[src/rtl/slot_seq_pkg.sv]
// Package: shared types for the slot power sequencer.
// Assumes: nothing; holds only types and a pure decode function.
package slot_seq_pkg;

    typedef enum logic [1:0] {
        MODE_NORMAL   = 2'd0,
        MODE_REDUCED  = 2'd1,
        MODE_ADVANCED = 2'd2
    } slot_mode_e;

    typedef enum logic [2:0] {
        ST_IDLE      = 3'd0,
        ST_LOCKING   = 3'd1,
        ST_ACTIVE_TX = 3'd2,
        ST_ACTIVE_RX = 3'd3,
        ST_POWERDOWN = 3'd4
    } slot_state_e;

    typedef struct packed {
        logic synth;
        logic loop;
        logic vco;
        logic pa;
        logic rx;
        logic rx_out;
        logic rx_oe;
        logic load;
    } slot_ctrl_t;

    // Map the two mode bits onto an operating mode.
    function automatic slot_mode_e decode_mode(input logic new_bit, input logic spwr_bit);
        if (!new_bit)
            return MODE_NORMAL;
        else if (spwr_bit)
            return MODE_ADVANCED;
        else
            return MODE_REDUCED;
    endfunction

endpackage

[src/rtl/slot_edge_det.sv]
// Module: slot_edge_det
// Registers each input line once and flags rising and falling edges
// combinationally against the stored value.
// Assumes: inputs are already synchronous to clk.
module slot_edge_det #(
    parameter int LINES = 2
) (
    input  logic             clk,
    input  logic             rst_n,
    input  logic [LINES-1:0] lvl,
    output logic [LINES-1:0] rise,
    output logic [LINES-1:0] fall
);
    logic [LINES-1:0] prev_q;

    // Store the previous level of each line.
    always_ff @(posedge clk) begin
        if (!rst_n)
            prev_q <= '0;
        else
            prev_q <= lvl;
    end

    for (genvar i = 0; i < LINES; i++) begin : g_line
        // Edge flags for one line.
        assign rise[i] = lvl[i] & ~prev_q[i];
        assign fall[i] = ~lvl[i] & prev_q[i];
    end
endmodule

[src/rtl/slot_settle_timer.sv]
// Module: slot_settle_timer
// Counts cycles while its power input is high and raises ready once
// LIMIT cycles have passed; ready drops in the same cycle power drops.
// Assumes: LIMIT >= 1.
module slot_settle_timer #(
    parameter int LIMIT = 16
) (
    input  logic clk,
    input  logic rst_n,
    input  logic pwr,
    output logic ready
);
    localparam int CW = $clog2(LIMIT + 1);

    logic [CW-1:0] cnt_q;
    logic          done_q;

    // Count up while powered, saturate with done set, clear when unpowered.
    always_ff @(posedge clk) begin
        if (!rst_n || !pwr) begin
            cnt_q  <= '0;
            done_q <= 1'b0;
        end else if (cnt_q == CW'(LIMIT - 1)) begin
            done_q <= 1'b1;
        end else begin
            cnt_q <= cnt_q + 1'b1;
        end
    end

    // Ready only while power is still present.
    assign ready = done_q & pwr;
endmodule

[src/rtl/slot_fsm.sv]
// Module: slot_fsm
// Slot state machine: IDLE -> LOCKING -> ACTIVE_TX/RX -> POWERDOWN -> IDLE.
// Captures mode, slot type and loop hold at the first enable rise.
// Exposes next-state values so the output stage registers with them.
// Assumes: edge flags come from slot_edge_det on the same clock.
module slot_fsm
    import slot_seq_pkg::*;
(
    input  logic        clk,
    input  logic        rst_n,
    input  logic        fe_rise,
    input  logic        fe_fall,
    input  logic        vi_fall,
    input  slot_mode_e  mode_live,
    input  logic        hold_live,
    input  logic        rxsel_live,
    output slot_state_e state_d,
    output slot_mode_e  mode_d,
    output logic        hold_d,
    output logic        rxsel_d,
    output logic        start_d
);
    slot_state_e state_q;
    slot_mode_e  mode_q;
    logic        hold_q;
    logic        rxsel_q;
    logic        end_evt;

    // The event that closes a slot depends on the captured mode.
    always_comb begin
        end_evt = 1'b0;
        if (mode_q == MODE_REDUCED)
            end_evt = fe_rise;
        else if (mode_q == MODE_ADVANCED)
            end_evt = vi_fall;
    end

    // Next-state and capture logic.
    always_comb begin
        state_d = state_q;
        mode_d  = mode_q;
        hold_d  = hold_q;
        rxsel_d = rxsel_q;
        start_d = 1'b0;
        case (state_q)
            ST_IDLE: begin
                if (fe_rise && mode_live != MODE_NORMAL) begin
                    state_d = ST_LOCKING;
                    mode_d  = mode_live;
                    hold_d  = hold_live;
                    rxsel_d = rxsel_live;
                    start_d = 1'b1;
                end
            end
            ST_LOCKING: begin
                if (mode_q == MODE_ADVANCED && vi_fall)
                    state_d = ST_POWERDOWN;
                else if (fe_fall)
                    state_d = rxsel_q ? ST_ACTIVE_RX : ST_ACTIVE_TX;
            end
            ST_ACTIVE_TX, ST_ACTIVE_RX: begin
                if (end_evt)
                    state_d = ST_POWERDOWN;
            end
            ST_POWERDOWN: begin
                state_d = ST_IDLE;
            end
            default: begin
                state_d = ST_IDLE;
            end
        endcase
    end

    // State and captured-configuration registers.
    always_ff @(posedge clk) begin
        if (!rst_n) begin
            state_q <= ST_IDLE;
            mode_q  <= MODE_NORMAL;
            hold_q  <= 1'b0;
            rxsel_q <= 1'b0;
        end else begin
            state_q <= state_d;
            mode_q  <= mode_d;
            hold_q  <= hold_d;
            rxsel_q <= rxsel_d;
        end
    end
endmodule

[src/rtl/slot_out_stage.sv]
// Module: slot_out_stage
// Decodes next state plus live lines into control outputs and registers
// them, giving one cycle of latency from any input change.
// Assumes: in IDLE the live mode and slot bits apply; otherwise captured.
module slot_out_stage
    import slot_seq_pkg::*;
(
    input  logic        clk,
    input  logic        rst_n,
    input  slot_state_e state_d,
    input  slot_mode_e  mode_cap,
    input  slot_mode_e  mode_live,
    input  logic        hold_cap,
    input  logic        rxsel_cap,
    input  logic        rxsel_live,
    input  logic        start_d,
    input  logic        fe,
    input  logic        vi,
    input  logic        ri,
    output slot_ctrl_t  ctrl_q
);
    slot_mode_e mode_eff;
    logic       in_slot;
    logic       vco_on;
    slot_ctrl_t ctrl_d;

    // Select which mode governs the outputs this cycle.
    assign mode_eff = (state_d == ST_IDLE) ? mode_live : mode_cap;
    assign in_slot  = (state_d == ST_LOCKING) || (state_d == ST_ACTIVE_TX) ||
                      (state_d == ST_ACTIVE_RX);

    // VCO power source: external line in advanced mode, slot state in reduced.
    always_comb begin
        if (state_d == ST_POWERDOWN)
            vco_on = 1'b0;
        else if (mode_eff == MODE_ADVANCED)
            vco_on = vi;
        else
            vco_on = in_slot;
    end

    // Output decode for the next cycle.
    always_comb begin
        ctrl_d = '0;
        if (mode_eff == MODE_NORMAL && state_d == ST_IDLE) begin
            ctrl_d.synth = fe & vi;
            ctrl_d.loop  = fe & vi;
            ctrl_d.vco   = vi;
            ctrl_d.pa    = ~rxsel_live & vi;
            ctrl_d.rx    = ri & vi;
        end else begin
            ctrl_d.vco    = vco_on;
            ctrl_d.synth  = (state_d == ST_LOCKING) ||
                            (hold_cap && (state_d == ST_ACTIVE_TX || state_d == ST_ACTIVE_RX));
            ctrl_d.loop   = ctrl_d.synth;
            ctrl_d.pa     = ((state_d == ST_LOCKING) || (state_d == ST_ACTIVE_TX)) &&
                            !rxsel_cap && vco_on;
            ctrl_d.rx     = (state_d == ST_ACTIVE_RX) && vco_on;
            ctrl_d.rx_oe  = (mode_eff != MODE_NORMAL);
            ctrl_d.rx_out = ctrl_d.rx && ctrl_d.rx_oe;
            ctrl_d.load   = start_d;
        end
    end

    // Output register.
    always_ff @(posedge clk) begin
        if (!rst_n)
            ctrl_q <= '0;
        else
            ctrl_q <= ctrl_d;
    end
endmodule

[src/rtl/slot_power_seq.sv]
// Module: slot_power_seq (top)
// Sequences synthesizer, loop, VCO, preamplifier and receiver power per
// time slot in three modes; models VCO and PA settling with cycle counters.
// Assumes: all inputs synchronous to clk; settle times given in microseconds
// at CLK_MHZ.
module slot_power_seq
    import slot_seq_pkg::*;
#(
    parameter int CLK_MHZ       = 250,
    parameter int VCO_SETTLE_US = 50,
    parameter int PA_SETTLE_US  = 10
) (
    input  logic clk,
    input  logic rst_n,
    input  logic frame_en,
    input  logic vco_pwr_in,
    input  logic rx_en_in,
    input  logic cfg_new,
    input  logic cfg_spwr,
    input  logic cfg_hold_loop,
    input  logic cfg_rx_sel,
    output logic pll_load,
    output logic synth_en,
    output logic loop_closed,
    output logic vco_pwr,
    output logic pa_en,
    output logic rx_pwr,
    output logic rx_en_out,
    output logic rx_en_oe,
    output logic vco_ready,
    output logic pa_ready
);
    localparam int VCO_CYC = CLK_MHZ * VCO_SETTLE_US;
    localparam int PA_CYC  = CLK_MHZ * PA_SETTLE_US;
    localparam int N_EDGE  = 2;

    logic [N_EDGE-1:0] rise;
    logic [N_EDGE-1:0] fall;
    slot_mode_e        mode_live;
    slot_state_e       state_d;
    slot_mode_e        mode_d;
    logic              hold_d;
    logic              rxsel_d;
    logic              start_d;
    slot_ctrl_t        ctrl_q;

    assign mode_live = decode_mode(cfg_new, cfg_spwr);

    slot_edge_det #(.LINES(N_EDGE)) u_edges (
        .clk  (clk),
        .rst_n(rst_n),
        .lvl  ({vco_pwr_in, frame_en}),
        .rise (rise),
        .fall (fall)
    );

    slot_fsm u_fsm (
        .clk       (clk),
        .rst_n     (rst_n),
        .fe_rise   (rise[0]),
        .fe_fall   (fall[0]),
        .vi_fall   (fall[1]),
        .mode_live (mode_live),
        .hold_live (cfg_hold_loop),
        .rxsel_live(cfg_rx_sel),
        .state_d   (state_d),
        .mode_d    (mode_d),
        .hold_d    (hold_d),
        .rxsel_d   (rxsel_d),
        .start_d   (start_d)
    );

    slot_out_stage u_out (
        .clk       (clk),
        .rst_n     (rst_n),
        .state_d   (state_d),
        .mode_cap  (mode_d),
        .mode_live (mode_live),
        .hold_cap  (hold_d),
        .rxsel_cap (rxsel_d),
        .rxsel_live(cfg_rx_sel),
        .start_d   (start_d),
        .fe        (frame_en),
        .vi        (vco_pwr_in),
        .ri        (rx_en_in),
        .ctrl_q    (ctrl_q)
    );

    slot_settle_timer #(.LIMIT(VCO_CYC)) u_vco_tmr (
        .clk  (clk),
        .rst_n(rst_n),
        .pwr  (ctrl_q.vco),
        .ready(vco_ready)
    );

    slot_settle_timer #(.LIMIT(PA_CYC)) u_pa_tmr (
        .clk  (clk),
        .rst_n(rst_n),
        .pwr  (ctrl_q.pa),
        .ready(pa_ready)
    );

    assign pll_load    = ctrl_q.load;
    assign synth_en    = ctrl_q.synth;
    assign loop_closed = ctrl_q.loop;
    assign vco_pwr     = ctrl_q.vco;
    assign pa_en       = ctrl_q.pa;
    assign rx_pwr      = ctrl_q.rx;
    assign rx_en_out   = ctrl_q.rx_out;
    assign rx_en_oe    = ctrl_q.rx_oe;
endmodule

[config.mk]
export PLATFORM = sky130hd
export DESIGN_NAME = slot_power_seq
export DESIGN_NICKNAME = d
export VERILOG_FILES = /design/src/rtl/slot_seq_pkg.sv /design/src/rtl/slot_edge_det.sv /design/src/rtl/slot_settle_timer.sv /design/src/rtl/slot_fsm.sv /design/src/rtl/slot_out_stage.sv /design/src/rtl/slot_power_seq.sv
export SDC_FILE = /design/constraint.sdc
export NUM_CORES = 1
export LEC_CHECK = 0
export ABC_CLOCK_PERIOD_IN_PS = 4750
export BUFFER_PORTS_ARGS = -buffer_cell sky130_fd_sc_hd__buf_2
export CAP_MARGIN = 20
export CORE_MARGIN = 2
export CORE_UTILIZATION = 50
export CTS_CLUSTER_SIZE = 30
export DETAILED_ROUTE_END_ITERATION = 12
export PLACE_DENSITY_LB_ADDON = 0.08
export SYNTH_ARGS = -nofsm -noshare
export SYNTH_HDL_FRONTEND = slang
export SYNTH_HIERARCHICAL = 1
export SYNTH_SLANG_ARGS = --single-unit
[constraint.sdc]
create_clock -name clk -period 4.75 [get_ports clk]
set_input_delay 0.475 -clock clk [delete_from_list [all_inputs] [get_ports clk]]
set_output_delay 0.475 -clock clk [all_outputs]
set_load 0.02 [all_outputs]
* After elaboration in Yosys (flattened, before gate mapping)
Index checks and enable logic that the tools add are counted.
Storage, ports and cells: register bits 45, logic and storage cells 92
Cells by class: add/sub/neg operators 2, eq/ne operators 12, mux-type cells 21, bitwise operators 14, reductions and logical operators 26
Operator list (count):
- $add 14x1->14 const B | 1
- $eq 14x14->1 const B | 1
- $add 12x1->12 const B | 1
- $eq 12x12->1 const B | 1
- $eq 3x2->1 const B | 4
- $mux 3 | 4
- $mux 1 | 10
- $mux 2 | 5
- $pmux 3 s3 | 1
- $and 1x1->1 | 8
- $logic_and 1x1->1 | 8
- $eq 3x1->1 const B | 2
- $logic_not 3->1 | 2
- $logic_or 1x1->1 | 6
- $not 1->1 | 6
- $mux 5 | 1
- $eq 2x2->1 const B | 2
- $logic_not 1->1 | 4
- $reduce_bool 2->1 | 2
- $reduce_or 2->1 | 2
- $eq 3x3->1 const B | 1
- $reduce_or 3->1 | 1
- $eq 2x1->1 const B | 1
- $logic_not 2->1 | 1

* Depth between registers and ports, before layout
Gate-level depths: netlist of the first run.
word-level depth 13, depth in mapped cells 8, gate-level depth less buffers 8

* Hierarchy
Netlist of the first run, hierarchy kept.
By module, submodules not included:
- slot_settle_timer (u_vco_tmr) | instances 1, cells each 84, area each 762.0 um^2, sequential area each 300.3 um^2
- slot_settle_timer (u_pa_tmr) | instances 1, cells each 70, area each 633.1 um^2, sequential area each 260.2 um^2
- slot_fsm | instances 1, cells each 48, area each 386.6 um^2, sequential area each 140.1 um^2
- slot_out_stage | instances 1, cells each 37, area each 337.8 um^2, sequential area each 140.1 um^2
- slot_edge_det | instances 1, cells each 8, area each 77.6 um^2, sequential area each 40.0 um^2
- slot_power_seq | instances 1, cells each 2, area each 16.3 um^2, sequential area each 0.0 um^2

* Least setup slack after synthesis of the first run
Ideal clock, no wire load.
path type in2reg, start input frame_en, end register, netlist name u_out/ctrl_q[2], arrival 1949 ps, setup slack 2697 ps, stages on the path 8, cell sequence nor2b_1 or4b_4 nor2_1 a211o_1 nor2_2 nand2_2 o31ai_2 a2111oi_2
On the way: longest elaborated chain between the ends 12, elaborated cells on any way between the ends 29
RTL lines:
- from (decl) | line slot_power_seq.sv:15 | input logic frame_en,
- $not 1->1 | line slot_edge_det.sv:27 | assign fall[i] = ~lvl[i] & prev_q[i];
- $and 1x1->1 | line slot_edge_det.sv:27
- $mux 3 | line slot_fsm.sv:58 | else if (fe_fall)
- $mux 3 | line slot_fsm.sv:56 | if (mode_q == MODE_ADVANCED && vi_fall)
- $pmux 3 s3 (*) | line slot_fsm.sv:45 | case (state_q)
- via state_d[0] | line slot_power_seq.sv:40 | slot_state_e state_d;
- $logic_not 3->1, or another cell as far along | line slot_out_stage.sv:28, slot_out_stage.sv:45
- $mux 2 or $logic_or 1x1->1 (tied branches) | line slot_out_stage.sv:28, slot_out_stage.sv:29
- $eq 2x2->1 or $logic_or 1x1->1 (tied branches) | line slot_out_stage.sv:36, slot_out_stage.sv:29
- $mux 1 | line slot_out_stage.sv:36 | else if (mode_eff == MODE_ADVANCED)
- $mux 1 | line slot_out_stage.sv:34 | if (state_d == ST_POWERDOWN)
- $logic_and 1x1->1 | line slot_out_stage.sv:58 | ctrl_d.rx = (state_d == ST_ACTIVE_RX) && vco_on;
- $logic_and 1x1->1 | line slot_out_stage.sv:60 | ctrl_d.rx_out = ctrl_d.rx && ctrl_d.rx_oe;
The timed path passes the listed nets; every way through them passes the cells marked *. A chain may end at the register's enable or synchronous reset.

* Worst setup path in the final report of the first run
start input frame_en, end register, netlist name u_out/ctrl_q[2]
On the way: elaborated cells on any way between the ends 29
RTL lines:
- $and 1x1->1 (*) | line slot_edge_det.sv:26 | assign rise[i] = lvl[i] & ~prev_q[i];
- via rise[0] | line slot_power_seq.sv:37 | logic [N_EDGE-1:0] rise;
- $mux 1 or $logic_and 1x1->1 (tied branches) | line slot_fsm.sv:32, slot_fsm.sv:47
- $mux 3 (on tied branches) | line slot_fsm.sv:62, slot_fsm.sv:47
- $pmux 3 s3 (*) | line slot_fsm.sv:45
- via state_d[0] | line slot_power_seq.sv:40
- $logic_not 3->1, or another cell as far along | line slot_out_stage.sv:28, slot_out_stage.sv:45
- $mux 2 or $logic_or 1x1->1 (tied branches) | line slot_out_stage.sv:28, slot_out_stage.sv:29
- $eq 2x2->1 or $logic_or 1x1->1 (tied branches) | line slot_out_stage.sv:36, slot_out_stage.sv:29
- $mux 1 | line slot_out_stage.sv:36
- $mux 1 | line slot_out_stage.sv:34
- $logic_and 1x1->1 | line slot_out_stage.sv:58
- $logic_and 1x1->1 | line slot_out_stage.sv:60
Marked as above.

==> results of run 1 <==
==> per-layer routing <==
| metal | global-route usage | routed length [µm] | up-vias |
|---|---|---|---|
| li1 | - | - | 953 |
| met1 | 0.287 | 2300 | 876 |
| met2 | 0.275 | 1900 | 35 |
| met3 | 0.0418 | 197 | 2 |
| met4 | 0.0491 | 22 | 0 |
| met5 | 0 | 0 | - |
==> worst max-delay path by stage <==
stage                        start                         end  slack (ps)  depth (start not counted)
after global routing      frame_en  u_out/ctrl_q[2]$_SDFF_PP0_        2520                          9
after CTS                 frame_en  u_out/ctrl_q[2]$_SDFF_PP0_        2650                          9
after detailed placement  frame_en  u_out/ctrl_q[2]$_SDFF_PP0_        2350                          9
after global placement    frame_en  u_out/ctrl_q[2]$_SDFF_PP0_        2340                          9
after floorplan           frame_en  u_out/ctrl_q[2]$_SDFF_PP0_        2700                          8
final                     frame_en  u_out/ctrl_q[2]$_SDFF_PP0_        2630                          9
==> power groups by stage <==
stage	Clock [W]	Combinational, W	Sequential [W]
finish	0.000218	0.0000745	0.000385
floorplan	0	0.0000487	0.000398
global placement	0	0.0000742	0.000394
CTS	0.000225	0.0000745	0.000385
global route	0.000241	0.0000824	0.000387
detailed placement	0	0.0000743	0.000394
==> sequential cells by signal, indices dropped and copies added (netlist names), 2 cells and up <==
signal / flops
u_edges/prev_q: 2
u_fsm/mode_q: 2
u_fsm/state_q: 3
u_out/ctrl_q: 7
u_pa_tmr/cnt_q: 12
u_vco_tmr/cnt_q: 14
==> metrics by stage <==
step | cells | hold slack [ps] | worst slack [ps]
2_1_floorplan | 248 | 432 | 2700
3_3_place_gp | 313 | 443 | 2340
3_5_place_dp | 313 | 450 | 2350
4_1_cts | 320 | 449 | 2650
5_1_grt | 320 | 452 | 2520
6_report | 320 | 452 | 2630
==> layout by cell type, fill, tap and decap left out, types with 4 or more instances in the layout <==
cell       n
nand2_1   25
nand3_1   12
o21ai_0    7
and2_1     5
o31ai_1    5
nand2b_1   8
or4_1      4
mux2i_1    6
o21ai_1    4
or3_2      4
nor2_1    10
a21oi_1   21
buf_2     18
xor2_1     4
nand4_1    5
clkbuf_8   5
inv_1     11
or3_1      5
nand3b_1   5
dfxtp_1   44
nor2b_1    4
==> layout make-up <==
| type | instances | share of cell area |
|---|---|---|
| clock buffer | 6 | 0.0302 |
| clock inverter | 1 | 0.00208 |
| inverter | 11 | 0.0172 |
| multi-input combinational | 188 | 0.519 |
| sequential | 44 | 0.367 |
| tap | 52 | 0.0271 |
| timing repair buffer | 18 | 0.0375 |
==> worst max-delay path, delay by kind of cell <==
kind | cells | cell delay, ps
AOI/OAI and AO/OA | 3 | 620
buffers and inverters | 1 | 110
and+or+nand+nor | 5 | 1110
==> results.py, run 1 <==
metrics = {
    "detailed_routing": {
        "firstDrtPassIters": 4,
        "wl_per_cell_um": 13.8,
        "antenna_left": 0,
        "vias_per_cell": 5.83,
        "drc": 0,
        "wl_um": 4420,
        "vias": 1866,
        "drt_iter0_markers": 146,
    },
    "pwr": {
        "cellPowerDensity_nw_per_um2": 282,
        "power_frac_comb": 0.110,
        "p_switching_w": 0.000171,
        "switching_share": 0.253,
        "p_clk_frac": 0.321,
        "p_int_w": 0.000506,
        "seqPwrFrac": 0.569,
        "total_power_w": 0.000678,
        "total_leakage_power_nw": 0.842,
        "ir_drop_v": 0.000174,
    },
    "die": {
        "design.die.area_um2": 4960,
        "initial_core_util": 0.514,
        "core-area_um2": 4290,
        "rows": 24,
        "die_x_um": 70.4,
        "fp.dieH_um": 70.4,
        "io_pins": 19,
    },
    "worst_setup_path": {
        "rr_startpoint": "u_edges/prev_q[0]$_SDFF_PN0_",
        "reg2reg_depth": 8,
        "critPathCaptureType": "register",
        "crit_path_top_delay_cell": "or4b_4",
        "cp-start-kind": "primary input",
        "path_max_fanout": 6,
        "path_cells": "buf_2 -> nor2b_1 -> or4b_4 -> nor2_1 -> a211o_1 -> nor2_2 -> nand2_2 -> o31ai_2 -> a2111oi_2",
        "rrSetupSlack_ps": 2650,
        "r2r_end": "u_out/ctrl_q[2]$_SDFF_PP0_",
        "critPathArrivalTime_ps": 2310,
        "max_stage_delay_ps": 530,
        "worstPathRequired_ps": 4940,
        "path_class": "in2reg",
    },
    "cells_and_area": {
        "fin_area_um2": 2400,
        "fillers": 412,
        "multi_input_area_um2": 1250,
        "syn2layout_area_growth_pct": 8.84,
        "final_util": 0.559,
        "antenna_cells": 0,
        "drive_gt1_frac": 0.175,
        "ff_latch_area_um2": 881,
        "fin_nets": 279,
    },
    "clock_tree": {
        "post-cts-setup-buffer-count": 0,
        "cts_tree": "done",
        "postCtsHoldBufs": 0,
        "cts_num_sinks": 44,
        "post_cts_resized": 0,
        "htree_levels": 2,
        "cts_root_buf": "clkbuf_8",
        "cts-buffers-inserted": 5,
        "path_clk_slew_ps": 80,
        "clkLatencyLatePin_ps": 290,
        "cts_buffer_depth": 2,
    },
    "placement": {
        "port-buffer-count": 18,
        "dp_hpwl_um": 3220,
        "placed_area_um2": 2320,
        "gp_congestion": 0.940,
    },
    "sta": {
        "final_hold_viol_count": 0,
        "finalMaxSlewViolations": 0,
        "slew-limit-headroom": 0.580,
        "tns_ps": 0,
        "setup_viol": 0,
        "period_needed_ps": 2120,
        "finalCritPeriodShare": 0.447,
        "worst_pin_slew_ps": 621,
        "rsz0062_at_grt": "no",
        "finClkSkew_ps": 10.9,
        "fmax_ghz": 0.471,
    },
    "synth": {
        "synthesis.instances": 248,
        "syn_avg_cell_area_um2": 8.90,
        "synthesis.area_um2": 2210,
        "synth_fp_nets": 259,
        "ys_warn_count": 6,
    },
    "grt": {
        "grt_max_degree": 15,
        "grt_overflow": 0,
        "grt_pass1_vias": 1700,
        "grt_pass1_wl_um": 7730,
        "antenna_found_initial": 0,
        "grt_use_total": 0.191,
    },
    "job": {
        "maxCapViolCount": 0,
    },
    "outcome": {
        "status": "completed",
    },
    "min_path": {
        "hp-class": "in2reg",
        "worstHoldStart": "frame_en",
        "whs_endpoint": "u_edges/prev_q[0]$_SDFF_PN0_",
        "holdPathStages": 2,
    },
}
Note: power is estimated with default switching activity, not from simulation.
==> run 2, diff against run 1 <==
--- a/config.mk
+++ b/config.mk
@@ -5,7 +5,8 @@
 export SDC_FILE = /design/constraint.sdc
 export NUM_CORES = 1
 export LEC_CHECK = 0
-export ABC_CLOCK_PERIOD_IN_PS = 4750
+export ABC_AREA = 1
+export ABC_CLOCK_PERIOD_IN_PS = 1800
 export BUFFER_PORTS_ARGS = -buffer_cell sky130_fd_sc_hd__buf_2
 export CAP_MARGIN = 20
 export CORE_MARGIN = 2
==> constraint.sdc (replaced) <==
create_clock -name clk -period 1.8 [get_ports clk]
set_input_delay 0.18 -clock clk [delete_from_list [all_inputs] [get_ports clk]]
set_output_delay 0.18 -clock clk [all_outputs]
set_load 0.02 [all_outputs]
==> results.py, run 2 <==
metrics = {
    "die": {
        "initial_core_util": 0.519,
        "io_pins": 19,
        "core-area_um2": 4750,
        "fp.dieH_um": 74.3,
        "design.die.area_um2": 5520,
        "rows": 25,
        "die_x_um": 74.3,
    },
    "sta": {
        "final_hold_viol_count": 0,
        "rsz0062_at_grt": "yes",
        "setup_slack_ps": -8.85,
        "worst_pin_slew_ps": 358,
        "finalMaxSlewViolations": 0,
        "finalCritPeriodShare": 1.00,
        "slew-limit-headroom": 0.761,
        "whs_ps": 120,
        "period_needed_ps": 1810,
        "setup_viol": 3,
        "tns_ps": -15.9,
        "finClkSkew_ps": 5.67,
        "fmax_ghz": 0.553,
    },
    "grt": {
        "grt_pass1_vias": 2087,
        "antenna_found_initial": 0,
        "grt_use_total": 0.206,
        "grt_pass1_wl_um": 8820,
        "grt_overflow": 0,
        "grt_max_degree": 14,
    },
    "pwr": {
        "total_leakage_power_nw": 1.24,
        "cellPowerDensity_nw_per_um2": 661,
        "ir_drop_v": 0.000384,
        "total_power_w": 0.00186,
    },
    "placement": {
        "gp_congestion": 0.914,
        "port-buffer-count": 18,
        "dp_slack_ps": -16.9,
        "dp_hpwl_um": 3910,
    },
    "synth": {
        "ys_warn_count": 6,
        "synthesis.area_um2": 2470,
        "syn_avg_cell_area_um2": 6.50,
        "synthesis.instances": 380,
        "synth_fp_nets": 391,
    },
    "outcome": {
        "violations": "negative setup slack",
        "status": "complete, but fails checks",
    },
    "detailed_routing": {
        "wl_per_cell_um": 10.9,
        "drt_iter0_markers": 116,
        "drc": 0,
        "firstDrtPassIters": 4,
        "vias": 2291,
        "antenna_left": 0,
        "vias_per_cell": 4.80,
        "wl_um": 5210,
    },
    "cells_and_area": {
        "drive_gt1_frac": 0.224,
        "fin_nets": 420,
        "syn2layout_area_growth_pct": 14.2,
        "antenna_cells": 0,
        "fillers": 476,
        "largest_reg_flops": 14,
        "mostFrequentLayoutCell": "nand2_1",
        "layout_common_cells": "80 x nand2_1, 66 x inv_1, 51 x nor2_1, 42 x dfxtp_1, 30 x nand3_1",
        "regMostFlops": "u_vco_tmr/cnt_q",
        "reg.largest.list": "u_vco_tmr/cnt_q x14, u_pa_tmr/cnt_q x12, u_out/ctrl_q x7",
    },
    "min_path": {
        "hp-class": "in2reg",
    },
    "worst_setup_path": {
        "critPathCaptureType": "register",
        "crit_buf_inv": 3,
        "cp-start-kind": "register",
        "path_max_fanout": 4,
        "worst_path_most_repeated_cell": "nand2_2",
        "worstPathRequired_ps": 2030,
        "critPathTopFamily": "simple AND/OR/NAND/NOR gates",
        "critPathArrivalTime_ps": 2040,
        "max_stage_delay_ps": 340,
        "rrSetupSlack_ps": -9,
        "path_class": "reg2reg",
        "path_cells": "inv_2 -> nor2_4 -> inv_2 -> nand2_2 -> nand2_1 -> nand3_1 -> nand2_2 -> nor2_4 -> inv_2 -> nor2_4 -> nand2_2 -> nand2_2 -> nand2_2 -> nand2_1 -> nand2_1 -> nand2_2 -> nand2_2 -> o21bai_1",
        "crit_path_top_delay_cell": "dfxtp_2",
    },
    "clock_tree": {
        "cts-buffers-inserted": 5,
        "cts_buffer_depth": 2,
        "postCtsHoldBufs": 0,
        "htree_levels": 2,
        "clkLatencyLatePin_ps": 300,
        "cts_num_sinks": 44,
        "cts_tree": "done",
        "cts_root_buf": "clkbuf_8",
        "path_clk_slew_ps": 80,
    },
    "job": {
        "maxCapViolCount": 0,
    },
}
[run 2: cell types whose count changed in the layout (fill, tap and decap cells not counted), moves of 6 or more]
| cell | before | now |
|---|---|---|
| inv_1 | 11 | 66 |
| inv_2 | 0 | 8 |
| mux2i_1 | 6 | 0 |
| nand2_1 | 25 | 80 |
| nand2_2 | 1 | 16 |
| nand2b_1 | 8 | 0 |
| nand3_1 | 12 | 30 |
| nand3_2 | 0 | 7 |
| nand4_1 | 5 | 11 |
| nor2_1 | 10 | 51 |
| nor2_2 | 1 | 13 |
| nor2_4 | 0 | 8 |
[run 2: worst paths after layout]
kind                                 from                            to  depth (start not counted)
min reg2reg  u_pa_tmr/done_q$_SDFFE_PP0N_  u_pa_tmr/done_q$_SDFFE_PP0N_                          2
min                            vco_pwr_in  u_edges/prev_q[1]$_SDFF_PN0_                          3
max reg2reg  u_edges/prev_q[0]$_SDFF_PN0_    u_out/ctrl_q[4]$_SDFF_PN0_                         18
max          u_edges/prev_q[0]$_SDFF_PN0_    u_out/ctrl_q[4]$_SDFF_PN0_                         18
[run 2: what timing repair did]
item	4_1_cts	5_1_grt
setup endpoints to repair	3	7
pin swaps	1	12
gates cloned	0	0
setup buffers	0	1
gates resized for setup	2	19
endpoints found under the hold margin	0	0
[run 2: layer usage]
metal  vias up  share of wire  track usage
met1      1013           0.49        0.261
met3        12          0.023       0.0285
li1       1235              -            -
met2        31           0.46        0.351
met4         0          0.024       0.0873
met5         -              0            0
[run 2: stage by stage]
step / area (µm²) / util / cells
floorplan: 2470 / - / 380
global placement: 2670 / 0.561 / 468
detailed placement: 2670 / 0.561 / 468
CTS: 2760 / 0.581 / 476
global route: 2820 / 0.593 / 477
finish: 2820 / 0.593 / 477
[run 2: layout make-up]
cell class	instances	area [µm²]	area share
multi-input combinational	261	1350	0.480
sequential	44	883	0.313
inverter	74	278	0.0985
timing repair buffer	23	128	0.0453
clock buffer	7	86.3	0.0306
tap	67	83.8	0.0297
clock inverter	1	7.51	0.00266
[run 2: worst min-delay path: stages]
cell	delay [ps]
buf_2	120
nand2_1	50
inv_1	40
[run 2: power breakdown]
part / switching (W) / total, W / internal, W / leakage, nW
registers: 0.0000144 / 0.00101 / 0.000994 / 0.357
clock network: 0.000341 / 0.000653 / 0.000312 / 0.0445
logic: 0.000130 / 0.000201 / 0.0000704 / 0.841
total: 0.000486 / 0.00186 / 0.00138 / 1.24
